--- src/rtl/fp_split_pkg.sv ---
package fp_split_pkg;

    typedef enum logic [0:0] {
        ST_IDLE = 1'b0,
        ST_EMIT = 1'b1
    } split_state_t;

    typedef enum logic [1:0] {
        CLS_ZERO    = 2'd0,
        CLS_NORMAL  = 2'd1,
        CLS_SUBNORM = 2'd2,
        CLS_SPECIAL = 2'd3
    } operand_class_t;

endpackage

--- src/rtl/fp_split_fields.sv ---
module fp_split_fields #(
    parameter int EXP_W  = 8,
    parameter int FRAC_W = 23,
    localparam int WORD_W = 1 + EXP_W + FRAC_W
) (
    input  logic [WORD_W-1:0] word,
    output logic              sign,
    output logic [EXP_W-1:0]  exp_raw,
    output logic [FRAC_W-1:0] frac_raw
);

    always_comb begin
        sign     = word[WORD_W-1];
        exp_raw  = word[WORD_W-2 -: EXP_W];
        frac_raw = word[FRAC_W-1:0];
    end

endmodule

--- src/rtl/fp_split_classify.sv ---
module fp_split_classify
    import fp_split_pkg::*;
#(
    parameter int EXP_W  = 8,
    parameter int FRAC_W = 23
) (
    input  logic [EXP_W-1:0]  exp_raw,
    input  logic [FRAC_W-1:0] frac_raw,
    output operand_class_t    cls
);

    logic exp_zero;
    logic exp_ones;
    logic frac_zero;

    always_comb begin
        exp_zero  = (exp_raw == '0);
        exp_ones  = &exp_raw;
        frac_zero = (frac_raw == '0);
        if (exp_ones) begin
            cls = CLS_SPECIAL;
        end else if (exp_zero && !frac_zero) begin
            cls = CLS_SUBNORM;
        end else if (exp_zero) begin
            cls = CLS_ZERO;
        end else begin
            cls = CLS_NORMAL;
        end
    end

endmodule

--- src/rtl/fp_split_align.sv ---
module fp_split_align
    import fp_split_pkg::*;
#(
    parameter int EXP_W   = 8,
    parameter int FRAC_W  = 23,
    parameter int GUARD_W = 8,
    localparam int SIG_W  = 1 + FRAC_W + GUARD_W
) (
    input  operand_class_t    cls,
    input  logic [EXP_W-1:0]  exp_raw,
    input  logic [FRAC_W-1:0] frac_raw,
    output logic [EXP_W-1:0]  exp_out,
    output logic [SIG_W-1:0]  sig_out,
    output logic              unsupported
);

    logic                    lead_bit;
    logic [SIG_W-1:0]        sig_full;

    generate
        if (GUARD_W > 0) begin : g_guard
            always_comb sig_full = {lead_bit, frac_raw, {GUARD_W{1'b0}}};
        end else begin : g_noguard
            always_comb sig_full = {lead_bit, frac_raw};
        end
    endgenerate

    always_comb begin
        lead_bit    = 1'b0;
        exp_out     = '0;
        sig_out     = '0;
        unsupported = 1'b0;
        unique case (cls)
            CLS_NORMAL: begin
                lead_bit = 1'b1;
                exp_out  = exp_raw;
                sig_out  = sig_full;
            end
            CLS_ZERO: begin
                lead_bit = 1'b0;
                sig_out  = sig_full;
            end
            CLS_SUBNORM, CLS_SPECIAL: begin
                unsupported = 1'b1;
            end
            default: ;
        endcase
    end

endmodule

--- src/rtl/fp_split_ctrl.sv ---
module fp_split_ctrl
    import fp_split_pkg::*;
(
    input  logic clk,
    input  logic rst_n,
    input  logic in_valid,
    output logic capture_en,
    output logic done
);

    split_state_t state_q;
    split_state_t state_d;

    always_ff @(posedge clk or negedge rst_n) begin
        if (!rst_n) begin
            state_q <= ST_IDLE;
        end else begin
            state_q <= state_d;
        end
    end

    always_comb begin
        state_d = state_q;
        unique case (state_q)
            ST_IDLE: state_d = in_valid ? ST_EMIT : ST_IDLE;
            ST_EMIT: state_d = in_valid ? ST_EMIT : ST_IDLE;
            default: state_d = ST_IDLE;
        endcase
    end

    always_comb begin
        capture_en = 1'b0;
        done       = 1'b0;
        unique case (state_q)
            ST_IDLE: begin
                capture_en = in_valid;
            end
            ST_EMIT: begin
                done       = 1'b1;
                capture_en = in_valid;
            end
            default: ;
        endcase
    end

    // a strobe is answered in the very next cycle
    assert_emit_after_strobe_R8: assert property (@(posedge clk) disable iff (!rst_n)
        in_valid |=> (state_q == ST_EMIT));
    assert_idle_without_strobe_R8: assert property (@(posedge clk) disable iff (!rst_n)
        !in_valid |=> (state_q == ST_IDLE));

endmodule

--- src/rtl/fp_operand_split.sv ---
module fp_operand_split
    import fp_split_pkg::*;
#(
    parameter int EXP_W   = 8,
    parameter int FRAC_W  = 23,
    parameter int GUARD_W = 8,
    localparam int WORD_W = 1 + EXP_W + FRAC_W,
    localparam int HALF_W = WORD_W / 2,
    localparam int SIG_W  = 1 + FRAC_W + GUARD_W
) (
    input  logic              clk,
    input  logic              rst_n,
    input  logic              in_valid,
    input  logic [HALF_W-1:0] word_hi,
    input  logic [HALF_W-1:0] word_lo,
    output logic              out_sign,
    output logic [EXP_W-1:0]  out_exp,
    output logic [SIG_W-1:0]  out_frac,
    output logic              out_unsupported,
    output logic              out_done
);

    logic              capture_en;
    logic [WORD_W-1:0] word_q;
    logic [EXP_W-1:0]  exp_raw;
    logic [FRAC_W-1:0] frac_raw;
    operand_class_t    cls;

    fp_split_ctrl u_ctrl (
        .clk       (clk),
        .rst_n     (rst_n),
        .in_valid  (in_valid),
        .capture_en(capture_en),
        .done      (out_done)
    );

    always_ff @(posedge clk or negedge rst_n) begin
        if (!rst_n) begin
            word_q <= '0;
        end else if (capture_en) begin
            word_q <= {word_hi, word_lo};
        end
    end

    fp_split_fields #(.EXP_W(EXP_W), .FRAC_W(FRAC_W)) u_fields (
        .word    (word_q),
        .sign    (out_sign),
        .exp_raw (exp_raw),
        .frac_raw(frac_raw)
    );

    fp_split_classify #(.EXP_W(EXP_W), .FRAC_W(FRAC_W)) u_classify (
        .exp_raw (exp_raw),
        .frac_raw(frac_raw),
        .cls     (cls)
    );

    fp_split_align #(.EXP_W(EXP_W), .FRAC_W(FRAC_W), .GUARD_W(GUARD_W)) u_align (
        .cls        (cls),
        .exp_raw    (exp_raw),
        .frac_raw   (frac_raw),
        .exp_out    (out_exp),
        .sig_out    (out_frac),
        .unsupported(out_unsupported)
    );

    assert_done_follows_valid_R8: assert property (@(posedge clk) disable iff (!rst_n)
        in_valid |=> out_done);
    assert_repack_exact_R7: assert property (@(posedge clk) disable iff (!rst_n)
        in_valid |=> (out_unsupported ||
            ({out_sign, out_exp, out_frac[SIG_W-2:GUARD_W]} == $past({word_hi, word_lo}))));
    assert_sign_taken_R1: assert property (@(posedge clk) disable iff (!rst_n)
        in_valid |=> (out_sign == $past(word_hi[HALF_W-1])));
    assert_lead_bit_R3: assert property (@(posedge clk) disable iff (!rst_n)
        !out_unsupported |-> (out_frac[SIG_W-1] == (out_exp != '0)));
    assert_unsup_cleared_R5: assert property (@(posedge clk) disable iff (!rst_n)
        out_unsupported |-> (out_exp == '0 && out_frac == '0));
    assert_guard_zero_R10: assert property (@(posedge clk) disable iff (!rst_n)
        out_frac[0] == 1'b0 && (GUARD_W == 0 || out_frac[GUARD_W > 0 ? GUARD_W-1 : 0] == 1'b0));
    assert_hold_when_idle_R11: assert property (@(posedge clk) disable iff (!rst_n)
        !in_valid |=> ($stable(out_exp) && $stable(out_frac) && $stable(out_sign)
                       && $stable(out_unsupported)));

endmodule

--- config.mk ---
export PLATFORM = sky130hd
export DESIGN_NAME = fp_operand_split
export DESIGN_NICKNAME = d
export VERILOG_FILES = /design/src/rtl/fp_split_pkg.sv /design/src/rtl/fp_split_fields.sv /design/src/rtl/fp_split_classify.sv /design/src/rtl/fp_split_align.sv /design/src/rtl/fp_split_ctrl.sv /design/src/rtl/fp_operand_split.sv
export SDC_FILE = /design/constraint.sdc
export NUM_CORES = 1
export LEC_CHECK = 0
export BUFFER_PORTS_ARGS = -buffer_cell sky130_fd_sc_hd__buf_2
export CAP_MARGIN = 10
export CELL_PAD_IN_SITES_DETAIL_PLACEMENT = 2
export CELL_PAD_IN_SITES_GLOBAL_PLACEMENT = 2
export CORE_MARGIN = 8
export CORE_UTILIZATION = 33
export CTS_CLUSTER_DIAMETER = 50
export DETAILED_ROUTE_END_ITERATION = 6
export PLACE_DENSITY_LB_ADDON = 0.08
export SYNTH_ARGS = -nofsm -noshare
export SYNTH_HDL_FRONTEND = slang
export SYNTH_HIERARCHICAL = 1
export SYNTH_SLANG_ARGS = --single-unit
--- constraint.sdc ---
create_clock -name clk -period 3.7 [get_ports clk]
set_input_delay 0.185 -clock clk [delete_from_list [all_inputs] [get_ports clk]]
set_output_delay 0.185 -clock clk [all_outputs]
set_load 0.005 [all_outputs]
### After elaboration in Yosys (flattened, before gate mapping)

Cells that the tools add are included.

| word-level totals | value |
|---|---|
| register bits after elaboration | 33 |
| output and inout bits | 43 |

| cells by class | value |
|---|---|
| eq/ne operators | 3 |
| mux-type cells | 9 |
| reductions and logical operators | 8 |

Operators by type and width:

| operator | count |
|---|---|
| two-way mux 32 bit | 1 |
| logical NOT 23 bit | 1 |
| logical NOT 8 bit | 1 |
| two-way mux 8 bit | 1 |
| AND reduction 8 bit | 1 |
| two-way mux 1 bit | 5 |
| equality test 2 bit (second input constant) | 2 |
| two-way mux 2 bit | 2 |
| OR reduction 2 bit | 2 |
| equality test 2 x 1 -> 1 bit (second input constant) | 1 |
| logical NOT 2 bit | 1 |
| logical AND 1 bit | 1 |
| logical NOT 1 bit | 1 |

### Logic depth before layout (Yosys ltp)

| logic depth | value |
|---|---|
| depth in word-level cells | 8 |
| depth in mapped cells | 6 |

### Cells and area by module

Netlist, hierarchy kept.

Modules (own cells, without submodules):

| module | times used | cells an instance | area each (µm²) | seq. area each (µm²) |
|---|---|---|---|---|
| fp_operand_split | 1 | 68 | 1345.0 | 800.8 |
| fp_split_align | 1 | 45 | 309.0 | 0.0 |
| fp_split_fields | 1 | 32 | 240.2 | 0.0 |
| fp_split_classify | 1 | 15 | 106.4 | 0.0 |
| fp_split_ctrl | 1 | 2 | 32.5 | 25.0 |

### Worst setup path after synthesis

OpenSTA, ideal clock, no wires.

| timing | value |
|---|---|
| kind | reg-to-output |
| from | reg word_q[24] |
| to | out out_exp[0] |
| arrival | 1567 ps |
| data required time | 3515 ps |
| path slack | 1948 ps |
| cell stages (with the launch flop) | 7 |
| cells stage by stage | dfrtp_1 -> buf_4 -> nor4_2 -> nand2_1 -> a2bb2oi_1 -> buf_6 -> and3b_1 |

| between the ends | value |
|---|---|
| word-level cells in the longest chain between the ends | 6 |

RTL lines:

| item | line | RTL |
|---|---|---|
| start: declaration | fp_operand_split.sv:24 | `logic [WORD_W-1:0] word_q;` |
| start signal: assignment | fp_operand_split.sv:41 | `word_q <= {word_hi, word_lo};` |
| logical NOT 8 bit | fp_split_classify.sv:17 | `exp_zero = (exp_raw == '0);` |
| two-way mux 1 bit or logical AND 1 bit (tied branches) | fp_split_classify.sv:24, fp_split_classify.sv:22 |  |
| two-way mux 2 bit | fp_split_classify.sv:22 | `end else if (exp_zero && !frac_zero) begin` |
| two-way mux 2 bit (*) | fp_split_classify.sv:20 | `if (exp_ones) begin` |
| named net cls[0] | fp_operand_split.sv:27 | `operand_class_t cls;` |
| equality test 2 x 1 -> 1 bit (*) | fp_split_align.sv:33 | `unique case (cls)` |
| two-way mux 8 bit (*) | fp_split_align.sv:33 |  |
| end: declaration | fp_operand_split.sv:17 | `output logic [EXP_W-1:0] out_exp,` |

The timed path passes the listed nets; every way through them passes the cells marked *.

### Final worst setup path

| timing | value |
|---|---|
| from | reg word_q[24] |
| to | out out_frac[11] |

| between the ends | value |
|---|---|
| word-level cells in the longest chain between the ends | 7 |

RTL lines:

| item | line | RTL |
|---|---|---|
| logical NOT 8 bit | fp_split_classify.sv:17 |  |
| two-way mux 1 bit or logical AND 1 bit (tied branches) | fp_split_classify.sv:24, fp_split_classify.sv:22 |  |
| two-way mux 2 bit | fp_split_classify.sv:22 |  |
| two-way mux 2 bit (*) | fp_split_classify.sv:20 |  |
| named net cls[0] | fp_operand_split.sv:27 |  |
| equality test 2 x 1 -> 1 bit or logical NOT 2 bit (tied branches) | fp_split_align.sv:33 |  |
| OR reduction 2 bit (no line) (*) | - |  |
| two-way mux 32 bit (*) | fp_split_align.sv:33 |  |
| end: declaration | fp_operand_split.sv:18 | `output logic [SIG_W-1:0] out_frac,` |

Marked as above.

==> reports/results.tsv <==
metric	value	unit
skew	0	ns
outcome	finished, final reports clean	
power.total	0.913	mW
rrSetupSlack	2.88	ns
grt_pass1_vias	1557	
yosys_warnings	6	
clk_latency	0.28	ns
setup_viol	0	
clock_path_buffers	2	
setup.worst_path.class	flip-flop to output port	
ys_ff_latch	33	
cap_violations	0	
crit_arrival	2.20	ns
grt_overflow	0	
place_ws	1.59	ns
max_freq	420	MHz
p_per_area	411	nW/um^2
drt-met1-wl	1880	um
final-max-slew-violation-count	0	
rsz0062_at_grt	no	
wl_met3	407	um
start_kind	flip-flop	
die_y	94.5	um
cp-end-kind	output port	
gp_congestion	0.727	
initial_core_util	34.1	%
cts_sinks	33	
drc	0	
synth_area	2030	um^2
fin_crit_sh	64.3	%
routedWlPerCell	18.1	um
clk_pin_slew	0.08	ns
place_hpwl	3790	um
cp_max_fo	23	
vias	1253	
rows	28	
vias_per_cell	4.57	
cts_tree	yes	
area_growth	9.17	%
hold_viol	0	
worst_ep_required_time	3.51	ns
drt_wl_total	4950	um
hold_class	input port to flip-flop	
core	5960	um^2
max_slew_margin	30.7	%
multiInputGateArea	836	um^2
portBuffers	69	
irDropWorstVdd	0.135	mV
dr_wl_met2	2600	um
grt_usage	11.7	%
synthCells	162	
drtPass1Iterations	2	
p_leak	1.11	nW
ys_seq_area_share	40.6	%
drt-initial-drc-count	36	
antenna_found_initial	0	
setup_tns	0	ns
cts_buffers	5	
avgSynthCellArea	12.6	um^2
die_area	8930	um^2
fp.dieW	94.5	um
layout_setup_ws	1.32	ns
root_buffer	clkbuf_8	
antenna_cells	0	
seq_area	826	um^2
grt_first_pass_wirelength	8200	um
h-tree-depth	2	
synth.distinct_cells	19	
grt_max_degree	34	
final_nets	233	
worst_pin_slew	1.04	ns
post_cts_buffers	0	
period_minus_slack	2.38	ns
routed.top_layer	met4	
io_pins	78	
fin_util	37.3	%
drive_gt1_share	56.8	%
final_antenna_net_count	0	
fillers	663	
## kinds of logic (layout without fill, tap and decap cells)
kind of cell / after synthesis / count (layout) / synth area share (%)
buffers and inverters: 49 / 79 / 19.9
AND/OR/NAND/NOR: 45 / 45 / 15.3
flip-flops: 33 / 33 / 40.6
multiplexers: 32 / 32 / 23.3
AO/OA/AOI/OAI: 2 / 2 / 0.800
other: 1 / 8 / 0.184
## what timing repair did
item | in CTS | in global routing
gates resized for setup | 0 | 0
hold buffers | 1 | 0
endpoints found under the hold margin | 23 | 0
## registers in the layout (all words and copies together) (netlist names)
| register | flops |
|---|---|
| word_q | 32 |
| u_ctrl/state_q | 1 |
## through the flow
stage | cell area (um^2) | hold WS (ns) | std cells
finish | 2220 | 0.127 | 274
global route | 2220 | 0.119 | 274
CTS | 2220 | 0.121 | 274
detailed placement | 2110 | 0.305 | 265
global placement | 2110 | 0.293 | 265
floorplan | 2060 | -0.111 | 169
## cell type report
type / instances / share of cell area [%]
clock buffers: 7 / 4.34
well taps: 75 / 4.23
clock inverters: 1 / 0.225
multi-input cells: 87 / 37.7
repair buffers: 71 / 16.3
flip-flops and latches: 33 / 37.2
## worst paths after layout
path                            cells past startpoint       start        endpoint
worst min register to register                      1  word_q[31]      word_q[31]
min in group asynchronous                           2       rst_n      word_q[27]
max in group asynchronous                           2       rst_n  u_ctrl/state_q
worst min-delay path                                2  word_hi[9]      word_q[25]
worst max-delay path                                6  word_q[24]    out_frac[11]
worst max register to register                      1  word_q[28]      word_q[28]
## power by group
group	internal [mW]	switching, mW
sequential	0.397	0.0329
clock	0.168	0.136
combinational	0.110	0.0695
## cells in the mapped netlist
cell	instances	area, um^2
buf_12	3	60.1
nor4_2	2	25.0
o211ai_1	1	7.51
mux2_2	2	22.5
buf_2	2	10.0
and3b_1	8	70.1
buf_6	2	22.5
buf_4	41	308
or2_1	1	6.26
nand4_1	3	18.8
a2bb2oi_1	1	8.76
nor4_1	5	31.3
nor2b_1	24	150
nand2_1	1	3.75
dfrtp_1	33	826
conb_1	1	3.75
nor3_1	1	5.00
mux2_4	30	450
clkbuf_1	1	3.75
## per-layer routing
layer  GRT usage, %  vias to the layer above
met4           3.51                        0
met2           20.9                       46
met1           12.2                      630
met3           5.08                        6
met5              0                        -
li1               -                      571
## cells in the final DEF (no fill, tap or decap)
cell           instances
a2bb2oi_2              1
and3b_1                8
buf_2                 69
buf_4                  1
clkbuf_8               7
clkinv_2               1
conb_1                 8
dfrtp_1               33
dlygate4sd3_1          1
mux2_2                 2
mux2_4                30
nand2_1                1
nand4_1                3
nor2b_1               24
nor3_1                 1
nor4_1                 5
nor4_2                 2
o211ai_1               1
or2_1                  1
## critical path, stage by stage, from the launching register on
cell and delay, ns:
dfrtp_1 0.43, nor4_2 0.28, nand2_1 0.22, a2bb2oi_2 0.41, buf_4 0.34, nor2b_1 0.09, buf_2 0.14
Power figures use the tool's default switching activity.
